**src/rtl/wdk_pkg.sv**
```systemverilog
package wdk_pkg;
  localparam logic [15:0] KEY_UNL_LO = 16'hC520;
  localparam logic [15:0] KEY_UNL_HI = 16'hD928;
  localparam logic [15:0] KEY_REF_LO = 16'hA602;
  localparam logic [15:0] KEY_REF_HI = 16'hB480;
  localparam logic [31:0] KEY_UNL_32 = {KEY_UNL_HI, KEY_UNL_LO};
  localparam logic [31:0] KEY_REF_32 = {KEY_REF_HI, KEY_REF_LO};

  localparam int OFF_CS  = 0;
  localparam int OFF_CMD = 4;
  localparam int OFF_TO  = 8;

  // control/status bit positions
  localparam int B_FLAG  = 14;
  localparam int B_CMD32 = 13;
  localparam int B_PRES  = 12;
  localparam int B_ULK   = 11;
  localparam int B_RCS   = 10;
  localparam int B_CLKH  = 9;
  localparam int B_CLKL  = 8;
  localparam int B_EN    = 7;
  localparam int B_IE    = 6;
  localparam int B_UPD   = 5;
  localparam int B_WAIT  = 1;
  localparam int B_STOP  = 0;

  typedef enum logic [1:0] {SEQ_IDLE, SEQ_UNL, SEQ_REF} seq_e;

  typedef struct packed {
    logic       cmd32;
    logic       pres;
    logic [1:0] clksel;
    logic       en;
    logic       ie;
    logic       upd;
    logic       run_wait;
    logic       run_stop;
  } cfg_t;
endpackage

```
**src/rtl/wdk_keyseq.sv**
```systemverilog
module wdk_keyseq
  import wdk_pkg::*;
(
  input  logic        clk,
  input  logic        rst,
  input  logic        cmd_wr,
  input  logic [31:0] wdata,
  input  logic        mode32,
  input  logic        upd_ok,
  output logic        unlock_p,
  output logic        refresh_p
);
  seq_e seq_q, seq_d;
  logic [15:0] lo;

  assign lo = wdata[15:0];

  always_comb begin
    unlock_p  = 1'b0;
    refresh_p = 1'b0;
    seq_d     = seq_q;
    if (cmd_wr) begin
      if (mode32) begin
        unlock_p  = (wdata == KEY_UNL_32) && upd_ok;
        refresh_p = (wdata == KEY_REF_32);
        seq_d     = SEQ_IDLE;
      end else if (seq_q == SEQ_UNL && lo == KEY_UNL_HI) begin
        unlock_p = upd_ok;
        seq_d    = SEQ_IDLE;
      end else if (seq_q == SEQ_REF && lo == KEY_REF_HI) begin
        refresh_p = 1'b1;
        seq_d     = SEQ_IDLE;
      end else if (lo == KEY_UNL_LO) begin
        seq_d = SEQ_UNL;
      end else if (lo == KEY_REF_LO) begin
        seq_d = SEQ_REF;
      end else begin
        seq_d = SEQ_IDLE;
      end
    end
  end

  always_ff @(posedge clk) begin
    if (rst) seq_q <= SEQ_IDLE;
    else     seq_q <= seq_d;
  end
endmodule

```
**src/rtl/wdk_window.sv**
```systemverilog
module wdk_window #(
  parameter int UNLOCK_WIN = 256
) (
  input  logic clk,
  input  logic rst,
  input  logic open_p,
  output logic is_open
);
  localparam int WIN_W = $clog2(UNLOCK_WIN + 1);
  logic [WIN_W-1:0] left_q;

  always_ff @(posedge clk) begin
    if (rst)                 left_q <= '0;
    else if (open_p)         left_q <= WIN_W'(UNLOCK_WIN);
    else if (left_q != '0)   left_q <= left_q - 1'b1;
  end

  assign is_open = (left_q != '0);
endmodule

```
**src/rtl/wdk_counter.sv**
```systemverilog
module wdk_counter #(
  parameter int CNT_W   = 16,
  parameter int PRE_DIV = 256
) (
  input  logic             clk,
  input  logic             rst,
  input  logic             tick,
  input  logic             en,
  input  logic             pres,
  input  logic             clear,
  input  logic [CNT_W-1:0] limit,
  output logic [CNT_W-1:0] cnt,
  output logic             hit
);
  localparam int PRE_W = (PRE_DIV > 1) ? $clog2(PRE_DIV) : 1;
  logic [PRE_W-1:0] pre_q;
  logic [CNT_W-1:0] cnt_q;
  logic             pre_wrap, step;

  assign pre_wrap = (pre_q == PRE_W'(PRE_DIV - 1));
  assign step     = tick && (!pres || pre_wrap);

  always_ff @(posedge clk) begin
    if (rst || clear) begin
      pre_q <= '0;
      cnt_q <= '0;
    end else if (en) begin
      if (tick && pres) pre_q <= pre_wrap ? '0 : pre_q + 1'b1;
      if (step && cnt_q < limit) cnt_q <= cnt_q + 1'b1;
    end
  end

  assign cnt = cnt_q;
  assign hit = en && (cnt_q >= limit);
endmodule

```
**src/rtl/wdk_alarm.sv**
```systemverilog
module wdk_alarm #(
  parameter int IRQ_DELAY = 128
) (
  input  logic clk,
  input  logic rst,
  input  logic hit,
  input  logic ie,
  output logic rst_req
);
  localparam int DLY_W = $clog2(IRQ_DELAY + 1);
  logic             armed_q, wait_q, req_q;
  logic [DLY_W-1:0] dly_q;

  always_ff @(posedge clk) begin
    if (rst) begin
      armed_q <= 1'b0;
      wait_q  <= 1'b0;
      req_q   <= 1'b0;
      dly_q   <= '0;
    end else begin
      if (!armed_q && hit) begin
        armed_q <= 1'b1;
        if (ie) begin
          wait_q <= 1'b1;
          dly_q  <= '0;
        end else begin
          req_q <= 1'b1;
        end
      end
      if (wait_q) begin
        if (dly_q == DLY_W'(IRQ_DELAY - 1)) begin
          req_q  <= 1'b1;
          wait_q <= 1'b0;
        end else begin
          dly_q <= dly_q + 1'b1;
        end
      end
    end
  end

  assign rst_req = req_q;
endmodule

```
**src/rtl/wdk_top.sv**
```systemverilog
module wdk_top
  import wdk_pkg::*;
#(
  parameter int ADDR_W     = 4,
  parameter int CNT_W      = 16,
  parameter int TO_RST     = 1024,
  parameter int UNLOCK_WIN = 256,
  parameter int IRQ_DELAY  = 128,
  parameter int PRE_DIV    = 256
) (
  input  logic              clk,
  input  logic              rst,
  input  logic              tick,
  input  logic              wr_en,
  input  logic              rd_en,
  input  logic [ADDR_W-1:0] addr,
  input  logic [31:0]       wdata,
  output logic [31:0]       rdata,
  output logic              irq,
  output logic              rst_req
);
  cfg_t             cfg_q, cfg_wr;
  logic [CNT_W-1:0] toval_q, cnt_w;
  logic             flag_q, flag_d, rcs_q, irq_q, ie_d;
  logic [31:0]      rdata_q, cs_view;
  logic             hit_w, unl_p, ref_p, ulk_w;
  logic             wr_cs, wr_cmd, wr_to, acc_cs, acc_to, acc_any;

  assign wr_cs   = wr_en && (addr == ADDR_W'(OFF_CS));
  assign wr_cmd  = wr_en && (addr == ADDR_W'(OFF_CMD));
  assign wr_to   = wr_en && (addr == ADDR_W'(OFF_TO));
  assign acc_cs  = wr_cs && ulk_w && cfg_q.upd;
  assign acc_to  = wr_to && ulk_w && cfg_q.upd;
  assign acc_any = acc_cs || acc_to;

  always_comb begin
    cfg_wr.cmd32    = wdata[B_CMD32];
    cfg_wr.pres     = wdata[B_PRES];
    cfg_wr.clksel   = wdata[B_CLKH:B_CLKL];
    cfg_wr.en       = wdata[B_EN];
    cfg_wr.ie       = wdata[B_IE];
    cfg_wr.upd      = wdata[B_UPD];
    cfg_wr.run_wait = wdata[B_WAIT];
    cfg_wr.run_stop = wdata[B_STOP];
  end

  wdk_keyseq u_keys (
    .clk(clk), .rst(rst), .cmd_wr(wr_cmd), .wdata(wdata),
    .mode32(cfg_q.cmd32), .upd_ok(cfg_q.upd),
    .unlock_p(unl_p), .refresh_p(ref_p)
  );

  wdk_window #(.UNLOCK_WIN(UNLOCK_WIN)) u_win (
    .clk(clk), .rst(rst), .open_p(unl_p), .is_open(ulk_w)
  );

  wdk_counter #(.CNT_W(CNT_W), .PRE_DIV(PRE_DIV)) u_cnt (
    .clk(clk), .rst(rst), .tick(tick), .en(cfg_q.en), .pres(cfg_q.pres),
    .clear(ref_p || acc_any), .limit(toval_q), .cnt(cnt_w), .hit(hit_w)
  );

  wdk_alarm #(.IRQ_DELAY(IRQ_DELAY)) u_alarm (
    .clk(clk), .rst(rst), .hit(hit_w), .ie(cfg_q.ie), .rst_req(rst_req)
  );

  // flag: set by the timeout condition, write-one-to-clear otherwise
  always_comb begin
    if (hit_w)                     flag_d = 1'b1;
    else if (wr_cs && wdata[B_FLAG]) flag_d = 1'b0;
    else                           flag_d = flag_q;
  end
  assign ie_d = acc_cs ? cfg_wr.ie : cfg_q.ie;

  always_comb begin
    cs_view          = '0;
    cs_view[B_FLAG]  = flag_q;
    cs_view[B_CMD32] = cfg_q.cmd32;
    cs_view[B_PRES]  = cfg_q.pres;
    cs_view[B_ULK]   = ulk_w;
    cs_view[B_RCS]   = rcs_q;
    cs_view[B_CLKH:B_CLKL] = cfg_q.clksel;
    cs_view[B_EN]    = cfg_q.en;
    cs_view[B_IE]    = cfg_q.ie;
    cs_view[B_UPD]   = cfg_q.upd;
    cs_view[B_WAIT]  = cfg_q.run_wait;
    cs_view[B_STOP]  = cfg_q.run_stop;
  end

  always_ff @(posedge clk) begin
    if (rst) begin
      cfg_q     <= '0;
      cfg_q.upd <= 1'b1;
      toval_q   <= CNT_W'(TO_RST);
      flag_q    <= 1'b0;
      rcs_q     <= 1'b0;
      irq_q     <= 1'b0;
      rdata_q   <= '0;
    end else begin
      if (acc_cs) cfg_q   <= cfg_wr;
      if (acc_to) toval_q <= wdata[CNT_W-1:0];
      if (unl_p)        rcs_q <= 1'b0;
      else if (acc_any) rcs_q <= 1'b1;
      flag_q <= flag_d;
      irq_q  <= flag_d && ie_d;
      if (rd_en) begin
        if (addr == ADDR_W'(OFF_CS))       rdata_q <= cs_view;
        else if (addr == ADDR_W'(OFF_CMD)) rdata_q <= 32'(cnt_w);
        else if (addr == ADDR_W'(OFF_TO))  rdata_q <= 32'(toval_q);
        else                               rdata_q <= '0;
      end
    end
  end

  assign rdata = rdata_q;
  assign irq   = irq_q;
endmodule

```
**config.mk**
```make
export PLATFORM = sky130hd
export DESIGN_NAME = wdk_top
export DESIGN_NICKNAME = d
export VERILOG_FILES = /design/src/rtl/wdk_pkg.sv /design/src/rtl/wdk_keyseq.sv /design/src/rtl/wdk_window.sv /design/src/rtl/wdk_counter.sv /design/src/rtl/wdk_alarm.sv /design/src/rtl/wdk_top.sv
export SDC_FILE = /design/constraint.sdc
export NUM_CORES = 1
export LEC_CHECK = 0
export BUFFER_PORTS_ARGS = -buffer_cell sky130_fd_sc_hd__buf_4
export CAP_MARGIN = 20
export CORE_MARGIN = 4
export CORE_UTILIZATION = 58
export CTS_CLUSTER_DIAMETER = 120
export DETAILED_ROUTE_END_ITERATION = 6
export GPL_TIMING_DRIVEN = 0
export PLACE_DENSITY = 0.78
export SETUP_SLACK_MARGIN = 0.5
export SYNTH_ARGS = -nofsm -noshare
export SYNTH_HDL_FRONTEND = slang
export SYNTH_SLANG_ARGS = --single-unit
```
**constraint.sdc**
```tcl
create_clock -name clk -period 3.7 [get_ports clk]
set_clock_uncertainty 0.2 [all_clocks]
set_input_delay 1.11 -clock clk [delete_from_list [all_inputs] [get_ports clk]]
set_output_delay 1.11 -clock clk [all_outputs]
set_load 0.03 [all_outputs]
```
Word level (Yosys, flattened, before mapping)
Index checks and enable logic that the tools add are counted.

word-level totals
  input bits = 41
  bits in registers = 106

operators by class
  $lt $le $gt $ge = 2
  multiplexer cells = 33
  add/subtract/negate cells = 4
  equal/unequal tests = 12
  reductions and logical operators = 29

operator list
  kind                     count
  $eq A16 B16 Y1 const B   4
  $eq A32 B32 Y1 const B   2
  $mux W16                 3
  $mux W8                  5
  $mux W1                  18
  $mux W9                  2
  $logic_and A1 B1 Y1      17
  $add A16 B1 Y16 const B  1
  $add A8 B1 Y8 const B    2
  $ge A16 B16 Y1           1
  $lt A16 B16 Y1           1
  $mux W2                  5
  $reduce_bool A9 Y1       1
  $sub A9 B1 Y9 const B    1
  $eq A8 B7 Y1 const B     1
  $eq A8 B8 Y1 const B     1
  $eq A4 B3 Y1 const B     1
  $eq A4 B4 Y1 const B     1
  $logic_not A4 Y1         1
  $logic_or A1 B1 Y1       4
  $reduce_and A2 Y1        2
  $eq A2 B1 Y1 const B     1
  $eq A2 B2 Y1 const B     1
  $logic_not A1 Y1         2
  2 further kinds          2

Logic depth before layout (Yosys ltp)
  word-level depth = 8
  gate-level depth with buffers = 9

Hierarchy
Synthesis repeated with hierarchy kept, for this count alone.

second synthesis, totals
  cells, all modules = 623
  area, all modules = 5,303.8 um^2

modules (own cells, without submodules)
  module       seq. area each (um^2)  times used  cells each  area each (um^2)
  wdk_top      880.8                  1           256         2,237.1
  wdk_counter  480.5                  1           212         1,766.7
  wdk_alarm    220.2                  1           64          558.0
  wdk_window   180.2                  1           49          430.4
  wdk_keyseq   40.0                   1           42          311.5

Worst setup path after synthesis
Ideal clock, no wire load.

  path kind = in2reg
  from = input port wdata[14]
  to = register u_cnt.cnt_q[10], in the netlist u_cnt.cnt[10]
  path slack = 0.686 ns
  arrival = 2.685 ns
  stages on the path = 7
  buffers on the path = 2
  path through = or4b_4 -> nor3_2 -> or4b_4 -> buf_6 -> buf_6 -> nand3_1 -> mux2i_1

between the ends
  longest elaborated chain between the ends = 8

ends and longest elaborated chain
  element               RTL line           RTL
  start, declared       wdk_top.sv:17      input logic [31:0] wdata,
  $eq A16 B16 Y1        wdk_keyseq.sv:30   end else if (seq_q == SEQ_REF && lo == KEY_REF_HI) begin
  $logic_and A1 B1 Y1   wdk_keyseq.sv:30
  $mux W1               wdk_keyseq.sv:30
  $mux W1               wdk_keyseq.sv:27   end else if (seq_q == SEQ_UNL && lo == KEY_UNL_HI) begin
  $mux W1 *             wdk_keyseq.sv:23   if (mode32) begin
  $mux W1 *             wdk_keyseq.sv:22   if (cmd_wr) begin
  $logic_or A1 B1 Y1 *  wdk_top.sv:59      .clear(ref_p || acc_any), .limit(toval_q), .cnt(cnt_w), .hit(hit_w)
  $logic_or A1 B1 Y1 *  wdk_counter.sv:24  if (rst || clear) begin
  end signal, assigned  wdk_counter.sv:29  if (step && cnt_q < limit) cnt_q <= cnt_q + 1'b1;
  end, declared         wdk_counter.sv:17  logic [CNT_W-1:0] cnt_q;

Every way passes the cells marked *; elsewhere a longest branch is shown, timed or not.
A chain may end at the register's enable or synchronous reset.

Final worst setup path
  from = input port addr[1]
  to = register u_cnt.cnt_q[2], in the netlist u_cnt.cnt[2]

between the ends
  longest elaborated chain between the ends = 7

ends and longest elaborated chain
  element                                              RTL line                      RTL
  start, declared                                      wdk_top.sv:16                 input logic [ADDR_W-1:0] addr,
  $eq A4 B4 Y1 or $logic_not A4 Y1 (tied branches)     wdk_top.sv:31, wdk_top.sv:29
  $logic_and A1 B1 Y1 (on tied branches)               wdk_top.sv:31, wdk_top.sv:29
  $logic_and A1 B1 Y1 (on tied branches) (2 in a row)  wdk_top.sv:33, wdk_top.sv:32
  $logic_or A1 B1 Y1                                   wdk_top.sv:34                 assign acc_any = acc_cs || acc_to;
  $logic_or A1 B1 Y1 *                                 wdk_top.sv:59
  $logic_or A1 B1 Y1 *                                 wdk_counter.sv:24

Marks and branches as above.

==> flow_summary.yaml <==
global_routing:
  gr-total-overflow: 0
  antenna_found_initial: 0
  grt_pass1_vias: 4727
  grt_max_degree: 17
  grt_usage_pct: 27.3
  grt_pass1_wl_mm: 22.7
logic_synthesis:
  synth_edf_count: 0
  syn_area_per_cell_um2: 8.48
  synthCells: 620
  ys.flop_type: "dfxtp_1"
  postSynth.asyncResetShare_pct: 0
  synth_area_leaders: "dfxtp_1, mux2i_1, ha_1"
  synth_most_common_cell: "dfxtp_1"
  netlist.area_leader.share_pct: 34.3
  syn_area_um2: 5260
  ys_seq_area_share_pct: 34.3
  synth_common_cells: "dfxtp_1, nor2_1, mux2i_1, nand2_1, a21oi_1"
  yosys_warnings: 0
  ys_ff_latch: 90
  synthDistinctLibCells: 66
  synth_top_area_cell: "dfxtp_1"
sta:
  slew_headroom_pct: 47.6
  min_period_ns: 3.03
  setup-violations-final: 0
  tns_ns: 0
  hold_violations: 0
  rsz0062_at_grt: "false"
  finalCritPeriodShare_pct: 82.0
  max_freq_ghz: 0.330
  tightestPinTransition_ns: 0.786
  drv_slew: 0
pwr:
  power.leakage_uw: 0.00245
  swShare_pct: 28.6
  intPower_uw: 1640
  power_frac_clock_pct: 35.9
  ir_drop_uv: 382
  power.total_uw: 2300
  pwr-share-seq_pct: 45.8
  combPwrFrac_pct: 18.3
  power_switching_uw: 659
  power.density_nw_per_um2: 376
place:
  place_hpwl_mm: 10.8
  dpl-instance-area_um2: 5860
  gp_congestion: 0.983
  placedCellCount: 798
  port_buffers: 55
routing:
  wl_mm: 14.0
  top_layer: "met4"
  wl_met2_mm: 6.80
  drt-pass1-iter-count: 5
  vias: 4962
  drtAntennaViolNets: 0
  wl_met1_mm: 6.02
  drc_errors: 0
  drt-initial-drc-count: 366
  viasPerCell: 6.08
  wl_per_cell_um: 17.2
  wl_met3_um: 852
hold_path:
  hp-start: "u_cnt.pre_q[1]"
  holdPathEnd: "u_cnt.pre_q[1]"
  min-delay-path-class: "reg -> reg"
  hold_path_depth: 2
worst_setup_path:
  crit_path_end_kind: "flip-flop"
  reg2reg_to: "u_alarm.dly_q[3]"
  critical-path-top-delay-family: "simple AND/OR/NAND/NOR gates"
  critPathMaxFanout: 10
  reg2reg_from: "toval_q[13]"
  worstPathRequired_ns: 3.76
  cp-start-kind: "primary input"
  ff2ff_setup_slack_ns: 0.71
  critPathMaxStageDelay_ns: 0.58
  crit_type: "in -> reg"
  crit_buf_inv: 3
  reg2reg_depth: 7
  worst_path_max_delay_cell: "or4b_4"
  timing.critical_path.mode_cell: "buf_6"
  worst_ep_arrival_time_ns: 3.09
  crit_path_cell_trace: "buf_4 > or3b_2 > nand4b_1 > or4b_4 > buf_6 > buf_6 > nand3b_1 > mux2i_1"
floorplan:
  die_h_um: 103
  die_area_um2: 10600
  coreArea_um2: 8760
  start_util_pct: 60.0
  ios: 75
  row_count: 34
  chipWidth_um: 103
final_layout:
  antenna_cells: 0
  n_fill_cell: 716
  fin_nets: 765
  syn_to_final_growth_pct: 16.5
  final_area_um2: 6120
  drive_above_1_share_pct: 16.2
  final_cells: 816
clock_tree:
  clock_latency_ns: 0.37
  cts_root_buf: "clkbuf_8"
  htreeDepth: 3
  clock_sinks: 90
  clkTransAtPathRegs_ns: 0.09
  cts_buffer_depth: 2
  cts_buffers: 9
  cts_tree: "built"
outcome:
  status: "finished, final reports clean"
job:
  drv_cap: 0
registers in the layout (all words and copies together), names as in the netlist, 2 cells and up:
signal         flops
cfg_q              9
rdata             16
toval_q           16
u_alarm.dly_q      8
u_cnt.cnt         16
u_cnt.pre_q        8
u_keys.seq_q       2
u_win.left_q       9
layout by cell type, fill, tap and decap left out, types with 17 or more instances in the layout:
| master | instances |
|---|---|
| nor2b_1 | 20 |
| a21oi_1 | 36 |
| clkbuf_1 | 20 |
| nand2_1 | 40 |
| nand3_1 | 27 |
| buf_4 | 76 |
| inv_1 | 21 |
| mux2i_1 | 48 |
| nor4_1 | 19 |
| o21ai_0 | 17 |
| nand4_1 | 21 |
| nor2_1 | 60 |
| dfxtp_1 | 90 |
| ha_1 | 21 |
| nand3b_1 | 17 |
repair_timing:
action | CTS | global route
hold endpoints to repair | 0 | 0
setup endpoints to repair | 0 | 7
setup buffers | 0 | 2
resized for setup | 0 | 1
hold buffers | 0 | 0
per-stage QoR:
step | util (%) | hold WS [ns] | setup slack [ns]
global placement | 66.9 | 0.259 | 0.189
CTS | 69.7 | 0.284 | 0.596
floorplan | - | 0.244 | 0.686
detailed placement | 66.9 | 0.270 | 0.187
global route | 69.9 | 0.325 | 0.519
finish | 69.9 | 0.285 | 0.666
cell families after synthesis:
| kind of cell | share of synthesized area, % |
|---|---|
| flip-flops | 34.3 |
| buffers and inverters | 6.69 |
| XOR/XNOR | 2.00 |
| other | 0.0713 |
| adder cells (fa/ha/maj) | 5.00 |
| AO/OA/AOI/OAI | 12.6 |
| AND/OR/NAND/NOR | 30.0 |
| multiplexers | 9.35 |
how the worst max path moves through the flow:
stage                 from               end  slack (ns)  cells past startpoint
6_report           addr[1]      u_cnt.cnt[2]        0.67                      8
5_1_grt        toval_q[13]  u_alarm.dly_q[3]        0.52                      7
4_1_cts            addr[2]      u_cnt.cnt[8]        0.60                      8
3_5_place_dp       addr[2]     u_cnt.cnt[13]        0.19                      8
3_3_place_gp       addr[2]     u_cnt.cnt[15]        0.19                      8
2_1_floorplan    wdata[14]     u_cnt.cnt[10]        0.69                      7
layer usage:
layer | track usage, % | vias up
met4 | 8.76 | 0
li1 | - | 2399
met1 | 34.2 | 2328
met2 | 46.7 | 202
met5 | 0 | -
met3 | 5.90 | 33
final cells by class:
type	instances	area, um2	share of cell area, %
clock buffer	9	124	2.02
sequential	90	1800	29.4
multi-input combinational	476	3160	51.6
buffer	48	273	4.45
tap	108	135	2.21
clock inverter	7	123	2.00
inverter	21	78.8	1.29
timing repair buffer	57	428	6.99
power groups by stage:
stage	registers, uW	logic [uW]	clock network [uW]
floorplan	1070	305	0
global placement	1070	397	0
detailed placement	1070	414	0
CTS	1050	417	828
global route	1060	467	870
finish	1050	421	826
tightest hold or removal path, delay by kind of cell (launching register included):
kind / cells / cell delay [ns]
and+or+nand+nor: 1 / 0.06
AOI/OAI and AO/OA: 1 / 0.05
DFF: 1 / 0.33
No activity file was read; power rests on OpenSTA's default activity.
